==> src/rtl/pwrseq_pkg.sv <==
// Shared state encodings for the power-state sequencer.
// Assumes: nothing beyond a single clock domain.
package pwrseq_pkg;
    // Shared reference/clock domain state
    typedef enum logic [1:0] {
        DOM_AWAKE   = 2'd0,
        DOM_ASLEEP  = 2'd1,
        DOM_RECOVER = 2'd2
    } dom_state_t;

    // Per-channel state
    typedef enum logic [1:0] {
        CH_RUN  = 2'd0,
        CH_NAP  = 2'd1,
        CH_WCYC = 2'd2,
        CH_WUS  = 2'd3
    } ch_state_t;
endpackage

==> src/rtl/pwrseq_tick.sv <==
// Microsecond tick generator: a one-cycle pulse every div_i clock cycles.
// Assumes: div_i is held steady between programmings; 0 is treated as 1.
module pwrseq_tick #(
    parameter int DW = 8
) (
    input  logic          clk,
    input  logic          rst_n,
    input  logic [DW-1:0] div_i,
    output logic          tick_o
);
    logic [DW-1:0] cnt;
    logic [DW-1:0] lim;

    // Effective divide ratio, with zero mapped to one
    always_comb lim = (div_i == '0) ? DW'(1) : div_i;

    // Free-running divider that pulses the tick at the wrap point
    always_ff @(posedge clk) begin
        if (!rst_n) begin
            cnt    <= '0;
            tick_o <= 1'b0;
        end else if (cnt >= lim - DW'(1)) begin
            cnt    <= '0;
            tick_o <= 1'b1;
        end else begin
            cnt    <= cnt + DW'(1);
            tick_o <= 1'b0;
        end
    end

    // with a ratio above one, two ticks never arrive on consecutive cycles
    assert_tick_spacing_R6: assert property (@(posedge clk) disable iff (!rst_n)
        (tick_o && lim > DW'(1) && $stable(div_i)) |=> !tick_o);
endmodule

==> src/rtl/pwrseq_ref.sv <==
// Shared reference/clock domain sequencer for deep sleep.
// Powers the domain down while a request is held. On release it waits a
// programmed number of microsecond ticks before it reports ready.
// Assumes: tick_i is a single-cycle pulse; us_i == 0 selects DEF_US.
module pwrseq_ref
    import pwrseq_pkg::*;
#(
    parameter int SW     = 16,
    parameter int DEF_US = 2000
) (
    input  logic          clk,
    input  logic          rst_n,
    input  logic          req_i,
    input  logic          tick_i,
    input  logic [SW-1:0] us_i,
    output logic          pd_o,
    output logic          ready_o
);
    dom_state_t    st;
    logic [SW-1:0] cnt;
    logic [SW-1:0] target;

    // Recovery length in ticks, with zero selecting the default
    always_comb target = (us_i == '0) ? SW'(DEF_US) : us_i;

    // Sleep / recover / awake state machine with its tick counter
    always_ff @(posedge clk) begin
        if (!rst_n) begin
            st  <= DOM_AWAKE;
            cnt <= '0;
        end else begin
            case (st)
                DOM_AWAKE: begin
                    if (req_i) st <= DOM_ASLEEP;
                end
                DOM_ASLEEP: begin
                    if (!req_i) begin
                        st  <= DOM_RECOVER;
                        cnt <= '0;
                    end
                end
                DOM_RECOVER: begin
                    if (req_i) begin
                        st <= DOM_ASLEEP;
                    end else if (tick_i) begin
                        if (cnt >= target - SW'(1)) st <= DOM_AWAKE;
                        else                        cnt <= cnt + SW'(1);
                    end
                end
                default: st <= DOM_AWAKE;
            endcase
        end
    end

    // Output decode
    always_comb begin
        pd_o    = (st == DOM_ASLEEP);
        ready_o = (st == DOM_AWAKE);
    end

    // any sampled request powers the domain down on the next edge
    assert_sleep_pd_R1: assert property (@(posedge clk) disable iff (!rst_n)
        req_i |=> pd_o);
    // the recovery only completes on a tick
    assert_recover_on_tick_R7: assert property (@(posedge clk) disable iff (!rst_n)
        ($rose(ready_o) && $past(rst_n)) |-> $past(tick_i));
    // a request while recovering never lets ready through
    assert_abort_sleep_R9: assert property (@(posedge clk) disable iff (!rst_n)
        (st == DOM_RECOVER && req_i) |=> !ready_o);
endmodule

==> src/rtl/pwrseq_chan.sv <==
// Per-channel nap sequencer.
// Powers the channel down while its nap bit is set. On release it counts
// NAP_CYC clock cycles, then optionally SETTLE_US microsecond ticks.
// Assumes: hold_i is high while the shared domain sleeps; counting pauses then.
module pwrseq_chan
    import pwrseq_pkg::*;
#(
    parameter int NAP_CYC   = 100,
    parameter int SETTLE_US = 50
) (
    input  logic clk,
    input  logic rst_n,
    input  logic nap_i,
    input  logic hold_i,
    input  logic settle_i,
    input  logic tick_i,
    input  logic ref_ready_i,
    output logic pd_o,
    output logic ready_o
);
    localparam int CW = $clog2(NAP_CYC + 1);
    localparam int UW = $clog2(SETTLE_US + 1);
    localparam logic [CW-1:0] CYC_LAST = CW'(NAP_CYC - 1);
    localparam logic [UW-1:0] US_LAST  = UW'(SETTLE_US - 1);

    ch_state_t     st;
    logic [CW-1:0] cyc;
    logic [UW-1:0] us;

    // Nap / cycle-wait / settle-wait / run state machine
    always_ff @(posedge clk) begin
        if (!rst_n) begin
            st  <= CH_RUN;
            cyc <= '0;
            us  <= '0;
        end else if (nap_i) begin
            st <= CH_NAP;
        end else begin
            case (st)
                CH_RUN: st <= CH_RUN;
                CH_NAP: begin
                    st  <= CH_WCYC;
                    cyc <= '0;
                end
                CH_WCYC: begin
                    if (!hold_i) begin
                        if (cyc == CYC_LAST) begin
                            us <= '0;
                            st <= settle_i ? CH_WUS : CH_RUN;
                        end else begin
                            cyc <= cyc + CW'(1);
                        end
                    end
                end
                CH_WUS: begin
                    if (!hold_i && tick_i) begin
                        if (us == US_LAST) st <= CH_RUN;
                        else               us <= us + UW'(1);
                    end
                end
                default: st <= CH_RUN;
            endcase
        end
    end

    // Output decode: a sleeping shared domain overrides the channel state
    always_comb begin
        pd_o    = (st == CH_NAP) || hold_i;
        ready_o = (st == CH_RUN) && ref_ready_i;
    end

    // a sampled nap bit powers the channel down on the next edge
    assert_nap_pd_R3: assert property (@(posedge clk) disable iff (!rst_n)
        nap_i |=> pd_o);
    // the channel is never ready before the cycle count has finished
    assert_wake_min_R4: assert property (@(posedge clk) disable iff (!rst_n)
        (st == CH_WCYC && cyc != CYC_LAST) |=> !ready_o);
    // during the settling wait, ready cannot appear without a tick
    assert_settle_tick_R5: assert property (@(posedge clk) disable iff (!rst_n)
        (st == CH_WUS && !tick_i) |=> !ready_o);
    // ready and power-down are never both set
    assert_ready_on_R8: assert property (@(posedge clk) disable iff (!rst_n)
        ready_o |-> !pd_o);
endmodule

==> src/rtl/pwr_sleep_nap_ctrl.sv <==
// Sleep and nap power controller top.
// Merges the two sleep sources, shares one microsecond tick, and runs one
// nap sequencer per channel under the shared-domain sequencer.
// Assumes: all inputs are synchronous to clk.
module pwr_sleep_nap_ctrl #(
    parameter int NCH          = 2,
    parameter int DW           = 8,
    parameter int SW           = 16,
    parameter int NAP_CYC      = 100,
    parameter int SETTLE_US    = 50,
    parameter int DEF_SLEEP_US = 2000
) (
    input  logic           clk,
    input  logic           rst_n,
    input  logic           sleep_bit_i,
    input  logic           par_mode_i,
    input  logic           sleep_pin_i,
    input  logic [NCH-1:0] nap_mask_i,
    input  logic           settle_req_i,
    input  logic [DW-1:0]  tick_div_i,
    input  logic [SW-1:0]  sleep_us_i,
    output logic           ref_pd_o,
    output logic [NCH-1:0] ch_pd_o,
    output logic [NCH-1:0] ch_ready_o,
    output logic           ref_ready_o
);
    logic sleep_req;
    logic us_tick;

    // Sleep source merge: the pin counts only in static-pin mode
    always_comb sleep_req = sleep_bit_i || (par_mode_i && sleep_pin_i);

    pwrseq_tick #(.DW(DW)) u_tick (
        .clk    (clk),
        .rst_n  (rst_n),
        .div_i  (tick_div_i),
        .tick_o (us_tick)
    );

    pwrseq_ref #(.SW(SW), .DEF_US(DEF_SLEEP_US)) u_ref (
        .clk     (clk),
        .rst_n   (rst_n),
        .req_i   (sleep_req),
        .tick_i  (us_tick),
        .us_i    (sleep_us_i),
        .pd_o    (ref_pd_o),
        .ready_o (ref_ready_o)
    );

    for (genvar g = 0; g < NCH; g++) begin : g_ch
        pwrseq_chan #(.NAP_CYC(NAP_CYC), .SETTLE_US(SETTLE_US)) u_ch (
            .clk         (clk),
            .rst_n       (rst_n),
            .nap_i       (nap_mask_i[g]),
            .hold_i      (ref_pd_o),
            .settle_i    (settle_req_i),
            .tick_i      (us_tick),
            .ref_ready_i (ref_ready_o),
            .pd_o        (ch_pd_o[g]),
            .ready_o     (ch_ready_o[g])
        );
    end

    // a sleeping shared domain forces every channel off and not ready
    assert_sleep_all_off_R8: assert property (@(posedge clk) disable iff (!rst_n)
        ref_pd_o |-> (&ch_pd_o && ch_ready_o == '0));
    // with static-pin mode off and the register bit clear, no new sleep starts
    assert_pin_ignored_R2: assert property (@(posedge clk) disable iff (!rst_n)
        (!par_mode_i && !sleep_bit_i && !ref_pd_o) |=> !ref_pd_o);
endmodule

==> config.mk <==
export PLATFORM = sky130hd
export DESIGN_NAME = pwr_sleep_nap_ctrl
export DESIGN_NICKNAME = d
export VERILOG_FILES = /design/src/rtl/pwrseq_pkg.sv /design/src/rtl/pwrseq_tick.sv /design/src/rtl/pwrseq_ref.sv /design/src/rtl/pwrseq_chan.sv /design/src/rtl/pwr_sleep_nap_ctrl.sv
export SDC_FILE = /design/constraint.sdc
export NUM_CORES = 1
export LEC_CHECK = 0
export ABC_AREA = 1
export ABC_CLOCK_PERIOD_IN_PS = 2700
export CORE_MARGIN = 1
export CORE_UTILIZATION = 48
export CTS_CLUSTER_DIAMETER = 80
export DETAILED_ROUTE_END_ITERATION = 10
export HOLD_SLACK_MARGIN = 0.05
export PLACE_DENSITY = 0.7
export SYNTH_ARGS = -nofsm -noshare
export SYNTH_HDL_FRONTEND = slang
export SYNTH_SLANG_ARGS = --single-unit
==> constraint.sdc <==
create_clock -name clk -period 2.7 [get_ports clk]
set_input_delay 0.405 -clock clk [delete_from_list [all_inputs] [get_ports clk]]
set_output_delay 0.405 -clock clk [all_outputs]
set_load 0.01 [all_outputs]
# Word-level counts from Yosys, hierarchy flattened
# Cells that the tools add are included.
# W data, S select, Z words.
# classes
addsub,8
order_cmp,2
n_eq_ne,39
n_mux,43
bitwise_logic,3
n_reduce_logical,31
# op_table
cell,n
$mux W16,5
$mux W6,8
$pmux W16 S2,1
$mux W2,14
$mux W7,4
$pmux W7 S2,2
$reduce_and A4 Y1,7
$ne A2 B2 Y1 const B,12
$pmux W6 S2,2
$ne A3 B2 Y1 const B,6
$add A16 B1 Y16 const B,1
$ge A16 B16 Y1,1
$logic_not A16 Y1,1
$pmux W2 S4,2
$sub A16 B1 Y16 const B,1
$add A7 B1 Y7 const B,2
$eq A7 B7 Y1 const B,2
$add A6 B1 Y6 const B,2
$eq A6 B6 Y1 const B,2
$reduce_and A6 Y1,2
$eq A2 B2 Y1 const B,5
$ne A2 B1 Y1 const B,5
$reduce_bool A2 Y1,5
$ne A3 B3 Y1 const B,3
16 further kinds,31
# word_totals
ff_bits,57
input_bits,32
out_inout_bits,6
wordCells,138

# Depth between registers and ports, before layout
# Gate-level depths: netlist (run 1).
# depth
word_depth,8
mapped_depth,24
depth_no_buf,22

# By module
# From an unflattened synthesis (run 1), not the netlist that was laid out.
# unflattened
hier_cells,773
hier_area_um2,4963.5
# modules_own_cells
mod,instances,cells_per_inst,area_per_inst_um2
pwrseq_chan,2,158,1054.8
pwrseq_ref,1,346,2097.0
pwrseq_tick,1,108,745.7
pwr_sleep_nap_ctrl,1,3,11.3

# Worst setup path after synthesis (run 1)
# Ideal clock, no wire load.
# synth_timing
path_type,input -> register
from,input sleep_us_i[0]
to,register u_ref.cnt[9]
t_arrival_ps,2541
required_time_ps,2585
setup_slack_ps,44
cell_stages,21
n_path_buf,1
cell_sequence,inv_1 -> ha_1 -> nand2_1 -> nor2_1 -> nand2_2 -> nand3_1 -> nor2_4 -> nand3_1 -> nand2_1 -> nand2_1 -> ha_1 -> a21o_1 -> nor2_1 -> nand2_1 -> a21oi_2 -> nand2_2 -> nand2_2 -> buf_4 -> nand3_1 -> nand2_1 -> nor2_1
# synth_between
elab_chain_len,6
# synth_lines
item,line_no,rtl
from (decl),pwr_sleep_nap_ctrl.sv:21,"input logic [SW-1:0] sleep_us_i,"
$logic_not A16 Y1,pwrseq_ref.sv:24,always_comb target = (us_i == '0) ? SW'(DEF_US) : us_i;
$mux W16 (*),pwrseq_ref.sv:24,
$sub A16 B1 Y16 (*),pwrseq_ref.sv:46,if (cnt >= target - SW'(1)) st <= DOM_AWAKE;
$ge A16 B16 Y1 (*),pwrseq_ref.sv:46,
$ne A2 B2 Y1 (no source line) (*),n/a,
$reduce_and A5 Y1 (no source line) (*),n/a,
to (signal assigned),pwrseq_ref.sv:47,else cnt <= cnt + SW'(1);
to (decl),pwrseq_ref.sv:20,logic [SW-1:0] cnt;
# Mark *: on every way between the ends. The rest lies on a longest branch, timed or not.
# A chain may end at the register's enable or synchronous reset.

# Worst setup path in the final report (run 1)
# layout_timing
from,input sleep_us_i[8]
to,register u_ref.cnt[14]
# The elaborated chain is that of the path after synthesis.

==> metrics.txt, run 1 <==
# TYPE chip_impl_metric gauge
chip_impl_metric{name="relSlewSlack",unit=""} 0.6720
chip_impl_info{name="synth_ff_type",value="dfxtp_1"} 1
chip_impl_metric{name="detail_route.iter0.violations",unit=""} 370
chip_impl_metric{name="synth_async_sr_flop_share",unit=""} 0
chip_impl_metric{name="placeableCoreArea",unit="um2"} 9371
chip_impl_info{name="crit_path_top_delay_cell",value="ha_2"} 1
chip_impl_metric{name="drtAntennaViolNets",unit=""} 0
chip_impl_metric{name="grt_pass1_wl",unit="um"} 20750
chip_impl_metric{name="fin_nets",unit=""} 903
chip_impl_metric{name="dp.final_hpwl",unit="um"} 8372
chip_impl_metric{name="io-pin-count",unit=""} 38
chip_impl_info{name="post_synth_most_frequent_cells",value="nand2_1, nor2_1, inv_1, nand3_1, dfxtp_1"} 1
chip_impl_metric{name="worst-endpoint-required",unit="ns"} 2.93
chip_impl_metric{name="syn_inst",unit=""} 715
chip_impl_metric{name="mappedNetlistArea",unit="um2"} 4691
chip_impl_metric{name="firstDrtPassIters",unit=""} 4
chip_impl_metric{name="port_buffers",unit=""} 37
chip_impl_metric{name="whs_path_depth",unit=""} 1
chip_impl_metric{name="max-vdd-ir-drop",unit="mV"} 0.3850
chip_impl_metric{name="synthDistinctLibCells",unit=""} 43
chip_impl_metric{name="fin_setup_tns",unit="ns"} 0
chip_impl_metric{name="die_area",unit="um2"} 10170
chip_impl_info{name="rsz0062_at_grt",value="true"} 1
chip_impl_metric{name="cts_inserted_buffers",unit=""} 9
chip_impl_info{name="ctsRootBufferMaster",value="clkbuf_8"} 1
chip_impl_info{name="area_contributors_post_synth",value="dfxtp_1, nand2_1, ha_1"} 1
chip_impl_metric{name="first_global_vias",unit=""} 4770
chip_impl_metric{name="layout.core_utilization",unit=""} 0.6818
chip_impl_info{name="start_kind",value="input port"} 1
chip_impl_metric{name="setup-violations-final",unit=""} 0
chip_impl_metric{name="least_margin_pin_slew",unit="ns"} 0.4905
chip_impl_metric{name="drc",unit=""} 0
chip_impl_metric{name="synth_nets",unit=""} 789
chip_impl_metric{name="routed-via-count",unit=""} 5015
chip_impl_metric{name="number_of_endpoints_with_negative_hold_slack_in_the_final_report",unit=""} 0
chip_impl_metric{name="met2_usage_grt",unit=""} 0.4526
chip_impl_metric{name="post_drt_via_cell_ratio",unit=""} 5.213
chip_impl_metric{name="syn_avg_cell_area",unit="um2"} 6.560
chip_impl_metric{name="synth_top_area_share",unit=""} 0.2433
chip_impl_info{name="result_of_the_run",value="finished clean"} 1
chip_impl_info{name="worstReg2RegEnd",value="u_ref.cnt[8]"} 1
chip_impl_info{name="timing.critical_path.to_type",value="flop"} 1
chip_impl_info{name="rr_startpoint",value="u_ref.cnt[7]"} 1
chip_impl_metric{name="route.detailed.wl_per_inst",unit="um"} 13.27
chip_impl_info{name="crit_type",value="in -> reg"} 1
chip_impl_metric{name="fp.dieH",unit="um"} 100.9
chip_impl_info{name="synth_most_common_cell",value="nand2_1"} 1
chip_impl_info{name="hp-class",value="reg -> reg"} 1
chip_impl_info{name="cts_tree",value="done"} 1
chip_impl_metric{name="cts_hold_repair.buffers",unit=""} 0
chip_impl_metric{name="sequential_cell_area",unit="um2"} 1141
chip_impl_metric{name="multi_input_area",unit="um2"} 3495
chip_impl_metric{name="timing.hold.ws",unit="ns"} 0.4646
chip_impl_metric{name="pre_cts_slack",unit="ns"} -0.7252
chip_impl_info{name="crit_end",value="u_ref.cnt[14]"} 1
chip_impl_metric{name="pin_count_of_the_biggest_net_entering_global_routing",unit=""} 33
chip_impl_metric{name="ff2ff_path_depth",unit=""} 14
chip_impl_metric{name="grt_util_met1",unit=""} 0.3102
chip_impl_metric{name="antenna_cells",unit=""} 0
chip_impl_metric{name="rows",unit=""} 35
chip_impl_info{name="critical_path.most_common_cell",value="nand2_2"} 1
chip_impl_metric{name="cap_violations",unit=""} 0
chip_impl_metric{name="htree_levels",unit=""} 3
chip_impl_metric{name="grt.total_usage",unit=""} 0.2531
chip_impl_metric{name="ys_seq_elements",unit=""} 57
chip_impl_metric{name="drive_gt1_frac",unit=""} 0.2833
chip_impl_info{name="crit_chain",value="buf_2, nor2_4, nand2_2, nor3_4, nand2_4, buf_6, buf_6, nand3_4, buf_4, inv_1, nand4_1, nand2_1, ha_2, nand2_2, nor3_2, nand2_1, nand2_2, nand2_8, buf_16, a21oi_1, nor2_1"} 1
chip_impl_metric{name="fin_worst_skew",unit="ns"} 0.009965
chip_impl_metric{name="cp_max_fo",unit=""} 8
chip_impl_metric{name="r2r_slack",unit="ns"} 0.80
chip_impl_metric{name="cts.path.max_buffers",unit=""} 2
chip_impl_metric{name="syn2layout_area_growth",unit="%"} 36.22
chip_impl_metric{name="timing.final.max_slew_violations",unit=""} 0
chip_impl_metric{name="post-route-worst-setup-slack",unit="ns"} 0.01513
chip_impl_metric{name="layout_worst_path_cycle_share",unit=""} 0.9944
chip_impl_metric{name="seq_area_frac_synth",unit=""} 0.2433
chip_impl_metric{name="cts_num_sinks",unit=""} 57
chip_impl_metric{name="total_leakage_power",unit="nW"} 2.903
chip_impl_metric{name="dpl-instance-area",unit="um2"} 5548
chip_impl_metric{name="clkSlewWorstSetupHoldPaths",unit="ns"} 0.06
chip_impl_metric{name="layout_min_cycle_time",unit="ns"} 2.685
chip_impl_info{name="grt-busiest-layer",value="met2"} 1
chip_impl_metric{name="synth-warning-count",unit=""} 0
chip_impl_info{name="startpoint",value="sleep_us_i[8]"} 1
chip_impl_metric{name="timing.critical_path.arrival",unit="ns"} 2.91
chip_impl_metric{name="number_of_enable_type_register_cells_in_the_synthesized_netlist",unit=""} 0
chip_impl_metric{name="gr-usage-met3",unit=""} 0.03606
chip_impl_metric{name="remaining_global_route_overflow",unit=""} 0
chip_impl_metric{name="crit_path_max_incr_delay",unit="ns"} 0.34
chip_impl_metric{name="route.final.wire_length",unit="um"} 12760
chip_impl_metric{name="die_width",unit="um"} 100.9
chip_impl_metric{name="stdcell_area",unit="um2"} 6390
chip_impl_metric{name="n_fill_cell",unit=""} 817
chip_impl_metric{name="antenna_found_initial",unit=""} 0
chip_impl_info{name="synth_largest_area_cell",value="dfxtp_1"} 1
chip_impl_metric{name="start_util",unit=""} 0.5005
chip_impl_metric{name="gp_congestion",unit=""} 0.8528
chip_impl_metric{name="timing.fmax",unit="MHz"} 372.5
chip_impl_metric{name="insertion_delay",unit="ns"} 0.34
chip_impl_metric{name="p_per_area",unit="nW/um2"} 369.2
-- metrics by stage --
step / total power [W] / cells
final: 0.002359 / 962
after CTS: 0.002309 / 957
after detailed placement: 0.001426 / 919
after global routing: 0.002488 / 962
after global placement: 0.001409 / 919
after floorplan: 0.001236 / 715
-- kinds of logic (layout without fill, tap and decap cells) --
logic type,count (synthesis),after routing,share of synthesized area
fa+ha+maj,42,42,0.1120
flops,57,57,0.2433
buf+inv,108,225,0.09496
compound gates,91,91,0.1190
xor+xnor,28,28,0.05228
simple gates,389,390,0.3785
-- layout make-up --
| type | count | area share |
|---|---|---|
| Clock buffer | 12 | 0.02428 |
| Clock inverter | 3 | 0.006266 |
| Inverter | 91 | 0.05522 |
| Multi-Input combinational cell | 551 | 0.5469 |
| Sequential cell | 57 | 0.1786 |
| Tap cell | 129 | 0.02526 |
| Timing Repair Buffer | 119 | 0.1635 |
-- per-layer routing --
layer	vias up	part of all wire
met2	108	0.50
met5	-	0
met3	28	0.034
met4	0	0.023
met1	2316	0.45
li1	2563	-
-- what timing repair did --
action	CTS	global route
pin swaps	12	54
endpoints found under the setup margin	17	26
setup buffers	19	10
resized for setup	69	96
cloned	4	0
-- registers in the layout, summed over array words and instances, names as in the netlist --
name,flops
u_tick.cnt,8
g_ch.u_ch.cyc,14
g_ch.u_ch.st,4
g_ch.u_ch.us,12
u_ref.cnt,16
u_ref.st,2
u_tick.tick_o,1
-- power by group --
group / internal, W / switching [W] / leakage, nW / total (W)
Sequential: 0.000875 / 0.0000580 / 0.464 / 0.000933
Combinational: 0.000295 / 0.000316 / 2.34 / 0.000612
Clock: 0.000469 / 0.000345 / 0.102 / 0.000814
-- placed cells by master, fill, tap and decap left out, types with 3 or more instances in the layout --
cell,n
xnor2_1,11
o21ai_0,11
clkdlybuf4s50_1,19
o21bai_1,6
buf_6,6
a21oi_2,21
nand3_1,48
nand2_2,18
clkinv_2,3
nand4_1,29
buf_4,74
dfxtp_1,57
nor2_2,10
nand2_1,151
buf_2,4
nor3_2,4
clkbuf_2,5
xor2_1,16
nand3_2,15
inv_4,4
nor2_4,6
ha_4,7
clkbuf_8,11
nor2_1,82
nand2_4,9
ha_1,33
nor3_1,6
inv_2,14
o21ai_1,3
or2_2,3
a21oi_1,37
buf_16,3
inv_1,72
-- worst min-delay path by stage --
stage	start	endpoint
after global placement	u_tick.cnt[0]	u_tick.cnt[0]
after CTS	u_tick.cnt[0]	u_tick.cnt[0]
final	u_tick.cnt[0]	u_tick.cnt[0]
after floorplan	u_tick.cnt[0]	u_tick.cnt[0]
after detailed placement	u_tick.cnt[0]	u_tick.cnt[0]
after global routing	u_tick.cnt[0]	u_tick.cnt[0]
-- worst max-delay path: cells and delay by family --
| family | cells | cell delay, ns |
|---|---|---|
| adders and majority gates | 1 | 0.34 |
| buffers and inverters | 6 | 0.70 |
| and+or+nand+nor | 13 | 1.36 |
| AOI/OAI and AO/OA | 1 | 0.11 |
(Power assumes the default switching activity.)
==> run 2, diff against run 1 <==
Settings changed: ABC_CLOCK_PERIOD_IN_PS 2700 to 3300, PLACE_DENSITY 0.7 to 0.68.
Clock period 2.7 ns to 3.3 ns, I/O delays scaled along.
==> run 2 against run 1 <==
Against the previous run: clock-buffer cell count is 1 lower; clock skew is 0.0079 ns higher; die area stayed put; via count is 4.8% lower; sequential power is 19% lower; routed wire length is 10% lower; total power is 15% lower.
==> metrics.txt, run 2 (same netlist as run 1, synthesis figures left out) <==
# TYPE chip_impl_metric gauge
chip_impl_metric{name="ff2ff_path_depth",unit=""} 12
chip_impl_metric{name="first_global_vias",unit=""} 4277
chip_impl_metric{name="cts_num_sinks",unit=""} 57
chip_impl_metric{name="relSlewSlack",unit=""} 0.4559
chip_impl_metric{name="pre_cts_slack",unit="ns"} -0.2234
chip_impl_metric{name="fin_nets",unit=""} 853
chip_impl_info{name="result_of_the_run",value="finished clean"} 1
chip_impl_info{name="final_common_cell",value="nand2_1"} 1
chip_impl_metric{name="crit_buf_inv",unit=""} 4
chip_impl_metric{name="max-vdd-ir-drop",unit="mV"} 0.2330
chip_impl_metric{name="routed-via-count",unit=""} 4773
chip_impl_metric{name="timing.critical_path.arrival",unit="ns"} 3.42
chip_impl_metric{name="worst-endpoint-required",unit="ns"} 3.54
chip_impl_metric{name="crit_path_max_incr_delay",unit="ns"} 0.43
chip_impl_metric{name="whs_path_depth",unit=""} 1
chip_impl_metric{name="drtAntennaViolNets",unit=""} 0
chip_impl_metric{name="remaining_global_route_overflow",unit=""} 0
chip_impl_metric{name="multi_input_area",unit="um2"} 3216
chip_impl_metric{name="route.detailed.wl_per_inst",unit="um"} 12.56
chip_impl_metric{name="start_util",unit=""} 0.5005
chip_impl_metric{name="rows",unit=""} 35
chip_impl_info{name="cts_tree",value="done"} 1
chip_impl_info{name="largest_register",value="u_ref.cnt"} 1
chip_impl_info{name="crit_chain",value="clkdlybuf4s50_1, inv_1, ha_2, nand2_1, buf_4, nor2_1, nand4_1, nor2_1, nand2_1, nand3_1, nand2_1, ha_1, nand4_1, nor3_1, nand2_1, nand2_2, nand2_4, clkbuf_16, a21oi_1, nor2_1"} 1
chip_impl_metric{name="least_margin_pin_slew",unit="ns"} 0.8152
chip_impl_metric{name="placeableCoreArea",unit="um2"} 9371
chip_impl_metric{name="layout_min_cycle_time",unit="ns"} 3.176
chip_impl_metric{name="total_leakage_power",unit="nW"} 2.551
chip_impl_info{name="hp-class",value="reg -> reg"} 1
chip_impl_info{name="crit_type",value="in -> reg"} 1
chip_impl_metric{name="io-pin-count",unit=""} 38
chip_impl_metric{name="route.final.wire_length",unit="um"} 11470
chip_impl_info{name="largestRegisters",value="u_ref.cnt (16), g_ch.u_ch.cyc (14), g_ch.u_ch.us (12)"} 1
chip_impl_metric{name="cts_hold_repair.buffers",unit=""} 0
chip_impl_metric{name="timing.hold.ws",unit="ns"} 0.4663
chip_impl_info{name="crit_path_top_delay_cell",value="clkdlybuf4s50_1"} 1
chip_impl_metric{name="crit_cells",unit=""} 20
chip_impl_metric{name="stdcell_area",unit="um2"} 5766
chip_impl_metric{name="n_fill_cell",unit=""} 872
chip_impl_metric{name="gp_congestion",unit=""} 0.8368
chip_impl_metric{name="antenna_found_initial",unit=""} 0
chip_impl_metric{name="htree_levels",unit=""} 3
chip_impl_info{name="critPathTopFamily",value="simple AND/OR/NAND/NOR gates"} 1
chip_impl_metric{name="timing.fmax",unit="MHz"} 314.8
chip_impl_metric{name="pin_count_of_the_biggest_net_entering_global_routing",unit=""} 33
chip_impl_metric{name="die_width",unit="um"} 100.9
chip_impl_metric{name="layout_worst_path_cycle_share",unit=""} 0.9625
chip_impl_metric{name="insertion_delay",unit="ns"} 0.36
chip_impl_metric{name="sequential_cell_area",unit="um2"} 1141
chip_impl_metric{name="clkSlewWorstSetupHoldPaths",unit="ns"} 0.07
chip_impl_info{name="start_kind",value="input port"} 1
chip_impl_metric{name="grt.total_usage",unit=""} 0.2292
chip_impl_metric{name="cts_inserted_buffers",unit=""} 9
chip_impl_info{name="critical_path.most_common_cell",value="nand2_1"} 1
chip_impl_metric{name="post_drt_via_cell_ratio",unit=""} 5.228
chip_impl_metric{name="firstDrtPassIters",unit=""} 5
chip_impl_metric{name="grt_pass1_wl",unit="um"} 18570
chip_impl_metric{name="syn2layout_area_growth",unit="%"} 22.91
chip_impl_metric{name="dpl-instance-area",unit="um2"} 5353
chip_impl_metric{name="port_buffers",unit=""} 37
chip_impl_metric{name="p_per_area",unit="nW/um2"} 346.2
chip_impl_metric{name="detail_route.iter0.violations",unit=""} 268
chip_impl_metric{name="fp.dieH",unit="um"} 100.9
chip_impl_info{name="timing.critical_path.to_type",value="flop"} 1
chip_impl_metric{name="cts.path.max_buffers",unit=""} 2
chip_impl_metric{name="dp.final_hpwl",unit="um"} 8262
chip_impl_metric{name="cap_violations",unit=""} 0
chip_impl_metric{name="number_of_endpoints_with_negative_hold_slack_in_the_final_report",unit=""} 0
chip_impl_metric{name="antenna_cells",unit=""} 0
chip_impl_metric{name="timing.final.max_slew_violations",unit=""} 0
chip_impl_metric{name="die_area",unit="um2"} 10170
chip_impl_metric{name="setup-violations-final",unit=""} 0
chip_impl_metric{name="fin_worst_skew",unit="ns"} 0.01790
chip_impl_metric{name="drc",unit=""} 0
chip_impl_info{name="ctsRootBufferMaster",value="clkbuf_8"} 1
chip_impl_metric{name="cp_max_fo",unit=""} 16
chip_impl_metric{name="largest_register_ff_count",unit=""} 16
chip_impl_metric{name="post-route-worst-setup-slack",unit="ns"} 0.1236
chip_impl_info{name="layout.cells.most_common_list",value="nand2_1, nor2_1, inv_1, nand3_1, dfxtp_1"} 1
chip_impl_metric{name="drive_gt1_frac",unit=""} 0.1467
## run 2: changes by cell type in the layout (fill, tap and decap cells not counted), sizes merged
| cell | change |
|---|---|
| dlymetal6s2s | -2 |
| clkdlybuf4s15 | -2 |
| dlygate4sd2 | -1 |
| bufinv | +2 |
| clkinvlp | +1 |
| clkbuf | -4 |
| buf | -60 |
| clkinv | -1 |
| clkdlybuf4s50 | +18 |
## run 2: power by group
part	switching, W	leakage [nW]	internal (W)
clock	0.000301	0.120	0.000521
sequential	0.0000436	0.464	0.000716
combinational	0.000225	1.97	0.000190
## run 2: timing repair
| action | CTS | global route |
|---|---|---|
| setup buffers | 0 | 1 |
| resized for setup | 0 | 25 |
| endpoints found under the setup margin | 0 | 17 |
## run 2: worst paths after layout
| path | startpoint | end | slack (ns) |
|---|---|---|---|
| max | sleep_us_i[1] | u_ref.cnt[7] | 0.12 |
| min reg2reg | u_tick.cnt[0] | u_tick.cnt[0] | 0.47 |
| max reg2reg | u_ref.cnt[13] | u_ref.cnt[15] | 1.37 |
| min | u_tick.cnt[0] | u_tick.cnt[0] | 0.47 |
## run 2: through the flow
| stage | utilization | TNS (ns) | total power [W] | cells |
|---|---|---|---|---|
| 5_1_grt | 0.6152 | -0.2618 | 0.002096 | 913 |
| 2_1_floorplan | - | 0 | 0.001011 | 715 |
| 3_3_place_gp | 0.5712 | -1.279 | 0.001133 | 893 |
| 4_1_cts | 0.5972 | 0 | 0.001968 | 909 |
| 6_report | 0.6152 | 0 | 0.001996 | 913 |
| 3_5_place_dp | 0.5712 | -3.360 | 0.001149 | 893 |
## run 2: area by class of cell
type	count	share of cell area
inverters	91	0.05990
clock buffers	11	0.02452
well taps	129	0.02799
repair buffers	69	0.1141
clock inverters	5	0.01780
multi-input cells	551	0.5577
flip-flops and latches	57	0.1979
## run 2: routing by layer
metal / vias to the layer above / wire length [um] / GRT usage
li1: 2467 / - / -
met1: 2179 / 5352 / 0.2864
met2: 103 / 5405 / 0.3909
met3: 24 / 474 / 0.03883
met4: 0 / 238 / 0.09365
met5: - / 0 / 0
==> run 3, diff against run 2 <==
Settings changed: TNS_END_PERCENT set to 5.
==> run 3 against run 2 <==
Against the previous run: utilization shrank 0.16 points; sequential share of layout area up 0.052 points; clock power hardly changed; register-to-register slack hardly changed; clock skew fell by 0.0014 ns; clock-buffer cell count unchanged; worst setup slack worse by 0.0094 ns; critical endpoint unchanged.
==> metrics.txt, run 3 (same netlist as run 1, synthesis figures left out) <==
# TYPE chip_impl_metric gauge
chip_impl_metric{name="grt_pass1_wl",unit="um"} 18570
chip_impl_info{name="crit_type",value="in -> reg"} 1
chip_impl_metric{name="fin_setup_tns",unit="ns"} 0
chip_impl_metric{name="max-vdd-ir-drop",unit="mV"} 0.2344
chip_impl_metric{name="dp.final_hpwl",unit="um"} 8262
chip_impl_metric{name="drive_gt1_frac",unit=""} 0.1403
chip_impl_metric{name="cts.path.max_buffers",unit=""} 2
chip_impl_info{name="ctsRootBufferMaster",value="clkbuf_8"} 1
chip_impl_metric{name="largest_register_ff_count",unit=""} 16
chip_impl_metric{name="drtAntennaViolNets",unit=""} 0
chip_impl_metric{name="crit_path_max_incr_delay",unit="ns"} 0.49
chip_impl_metric{name="route.detailed.wl_per_inst",unit="um"} 12.60
chip_impl_metric{name="timing.fmax",unit="MHz"} 313.9
chip_impl_metric{name="design_power_total",unit="W"} 0.001991
chip_impl_metric{name="htree_levels",unit=""} 3
chip_impl_info{name="timing.critical_path.to_type",value="flop"} 1
chip_impl_info{name="crit_path_top_delay_cell",value="clkdlybuf4s50_1"} 1
chip_impl_info{name="largestRegisters",value="u_ref.cnt (16), g_ch.u_ch.cyc (14), g_ch.u_ch.us (12)"} 1
chip_impl_metric{name="route.final.wire_length",unit="um"} 11510
chip_impl_metric{name="die_area",unit="um2"} 10170
chip_impl_metric{name="die_width",unit="um"} 100.9
chip_impl_metric{name="io-pin-count",unit=""} 38
chip_impl_metric{name="remaining_global_route_overflow",unit=""} 0
chip_impl_metric{name="n_fill_cell",unit=""} 878
chip_impl_info{name="hp-class",value="reg -> reg"} 1
chip_impl_metric{name="antenna_cells",unit=""} 0
chip_impl_info{name="crit_chain",value="clkdlybuf4s50_1, inv_1, ha_1, nand2_1, nor2_1, nand2_2, nand3_1, nor2_1, nand3_2, nand2_1, nand2_1, ha_4, a21o_1, nor2_2, nand2_1, a21oi_2, nand2_2, nand2_4, clkbuf_16, nand3_1, nand2_1, nor2_1"} 1
chip_impl_metric{name="post_drt_via_cell_ratio",unit=""} 5.200
chip_impl_info{name="critPathTopFamily",value="simple AND/OR/NAND/NOR gates"} 1
chip_impl_metric{name="worst-endpoint-required",unit="ns"} 3.54
chip_impl_metric{name="drc",unit=""} 0
chip_impl_metric{name="clkSlewWorstSetupHoldPaths",unit="ns"} 0.07
chip_impl_metric{name="firstDrtPassIters",unit=""} 5
chip_impl_info{name="layout.cells.most_common_list",value="nand2_1, nor2_1, inv_1, nand3_1, dfxtp_1"} 1
chip_impl_metric{name="timing.critical_path.arrival",unit="ns"} 3.42
chip_impl_metric{name="rows",unit=""} 35
chip_impl_info{name="start_kind",value="input port"} 1
chip_impl_metric{name="syn2layout_area_growth",unit="%"} 22.59
chip_impl_metric{name="fp.dieH",unit="um"} 100.9
chip_impl_metric{name="timing.final.max_slew_violations",unit=""} 0
chip_impl_metric{name="start_util",unit=""} 0.5005
chip_impl_metric{name="least_margin_pin_slew",unit="ns"} 0.8213
chip_impl_metric{name="cts_hold_repair.buffers",unit=""} 0
chip_impl_metric{name="layout_min_cycle_time",unit="ns"} 3.186
chip_impl_metric{name="port_buffers",unit=""} 37
chip_impl_metric{name="gp_congestion",unit=""} 0.8368
chip_impl_info{name="largest_register",value="u_ref.cnt"} 1
chip_impl_info{name="rsz0062_at_grt",value="true"} 1
chip_impl_metric{name="stdcell_area",unit="um2"} 5751
chip_impl_info{name="result_of_the_run",value="finished clean"} 1
chip_impl_metric{name="layout_worst_path_cycle_share",unit=""} 0.9654
chip_impl_metric{name="fin_worst_skew",unit="ns"} 0.01654
chip_impl_metric{name="first_global_vias",unit=""} 4277
chip_impl_metric{name="detail_route.iter0.violations",unit=""} 259
chip_impl_metric{name="number_of_endpoints_with_negative_hold_slack_in_the_final_report",unit=""} 0
chip_impl_metric{name="p_per_area",unit="nW/um2"} 346.3
chip_impl_info{name="final_common_cell",value="nand2_1"} 1
chip_impl_metric{name="r2r_slack",unit="ns"} 1.36
chip_impl_metric{name="dpl-instance-area",unit="um2"} 5353
chip_impl_metric{name="setup-violations-final",unit=""} 0
chip_impl_metric{name="cp_max_fo",unit=""} 8
chip_impl_metric{name="grt.total_usage",unit=""} 0.2292
chip_impl_metric{name="insertion_delay",unit="ns"} 0.36
chip_impl_metric{name="pin_count_of_the_biggest_net_entering_global_routing",unit=""} 33
chip_impl_metric{name="layout.core_utilization",unit=""} 0.6136
chip_impl_metric{name="antenna_found_initial",unit=""} 0
chip_impl_metric{name="cts_num_sinks",unit=""} 57
chip_impl_metric{name="cap_violations",unit=""} 0
chip_impl_metric{name="dpl.cell_count",unit=""} 893
chip_impl_metric{name="fin_nets",unit=""} 853
chip_impl_info{name="cts_tree",value="done"} 1
chip_impl_metric{name="total_leakage_power",unit="nW"} 2.551
chip_impl_metric{name="crit_buf_inv",unit=""} 3
chip_impl_metric{name="cts_inserted_buffers",unit=""} 9
chip_impl_metric{name="finalNonFillerCells",unit=""} 913
chip_impl_metric{name="relSlewSlack",unit=""} 0.4519
chip_impl_metric{name="placeableCoreArea",unit="um2"} 9371
chip_impl_metric{name="routed-via-count",unit=""} 4748
chip_impl_info{name="critical_path.most_common_cell",value="nand2_1"} 1
run 3: final timing paths:
path | from | end | cells past startpoint
max | sleep_us_i[1] | u_ref.cnt[7] | 22
min reg2reg | u_tick.cnt[0] | u_tick.cnt[0] | 1
min | u_tick.cnt[0] | u_tick.cnt[0] | 1
max reg2reg | u_ref.cnt[13] | u_ref.cnt[7] | 12
run 3: cell type report:
cell class,instances,area [um2],share of cell area
Multi-Input combinational cell,551,3201,0.5566
Sequential cell,57,1141,0.1984
Timing Repair Buffer,69,658.1,0.1144
Inverter,91,345.3,0.06005
Tap cell,129,161.4,0.02807
Clock buffer,11,141.4,0.02459
Clock inverter,5,102.6,0.01784
run 3: layer usage:
layer | up-vias | track usage | wire length (um)
li1 | 2466 | - | -
met1 | 2166 | 0.2864 | 5373
met2 | 97 | 0.3909 | 5462
met3 | 19 | 0.03883 | 459
met4 | 0 | 0.09365 | 209
met5 | - | 0 | 0
run 3: worst reg2reg max path, delay by kind of cell, from the launching register on:
| family | cells | cell delay, ns |
|---|---|---|
| adders and majority gates | 1 | 0.30 |
| AOI/OAI and AO/OA | 2 | 0.28 |
| buffers and inverters | 2 | 0.20 |
| DFF | 1 | 0.48 |
| and+or+nand+nor | 7 | 0.57 |
run 3: where the power goes:
part / internal, W / switching, W
logic: 0.000189 / 0.000223
registers: 0.000716 / 0.0000440
clock network: 0.000521 / 0.000298
total: 0.00143 / 0.000565
run 3: through the flow:
step / worst slack (ns) / hold WS, ns
floorplan: 0.5542 / 0.4297
global placement: -0.08265 / 0.4451
detailed placement: -0.2234 / 0.4635
CTS: 0.1110 / 0.4793
global route: -0.06282 / 0.4939
finish: 0.1142 / 0.4663
run 3: timing repair:
action | CTS | global route
gates resized for setup | 0 | 20
setup buffers | 0 | 1
setup endpoints to repair | 0 | 17
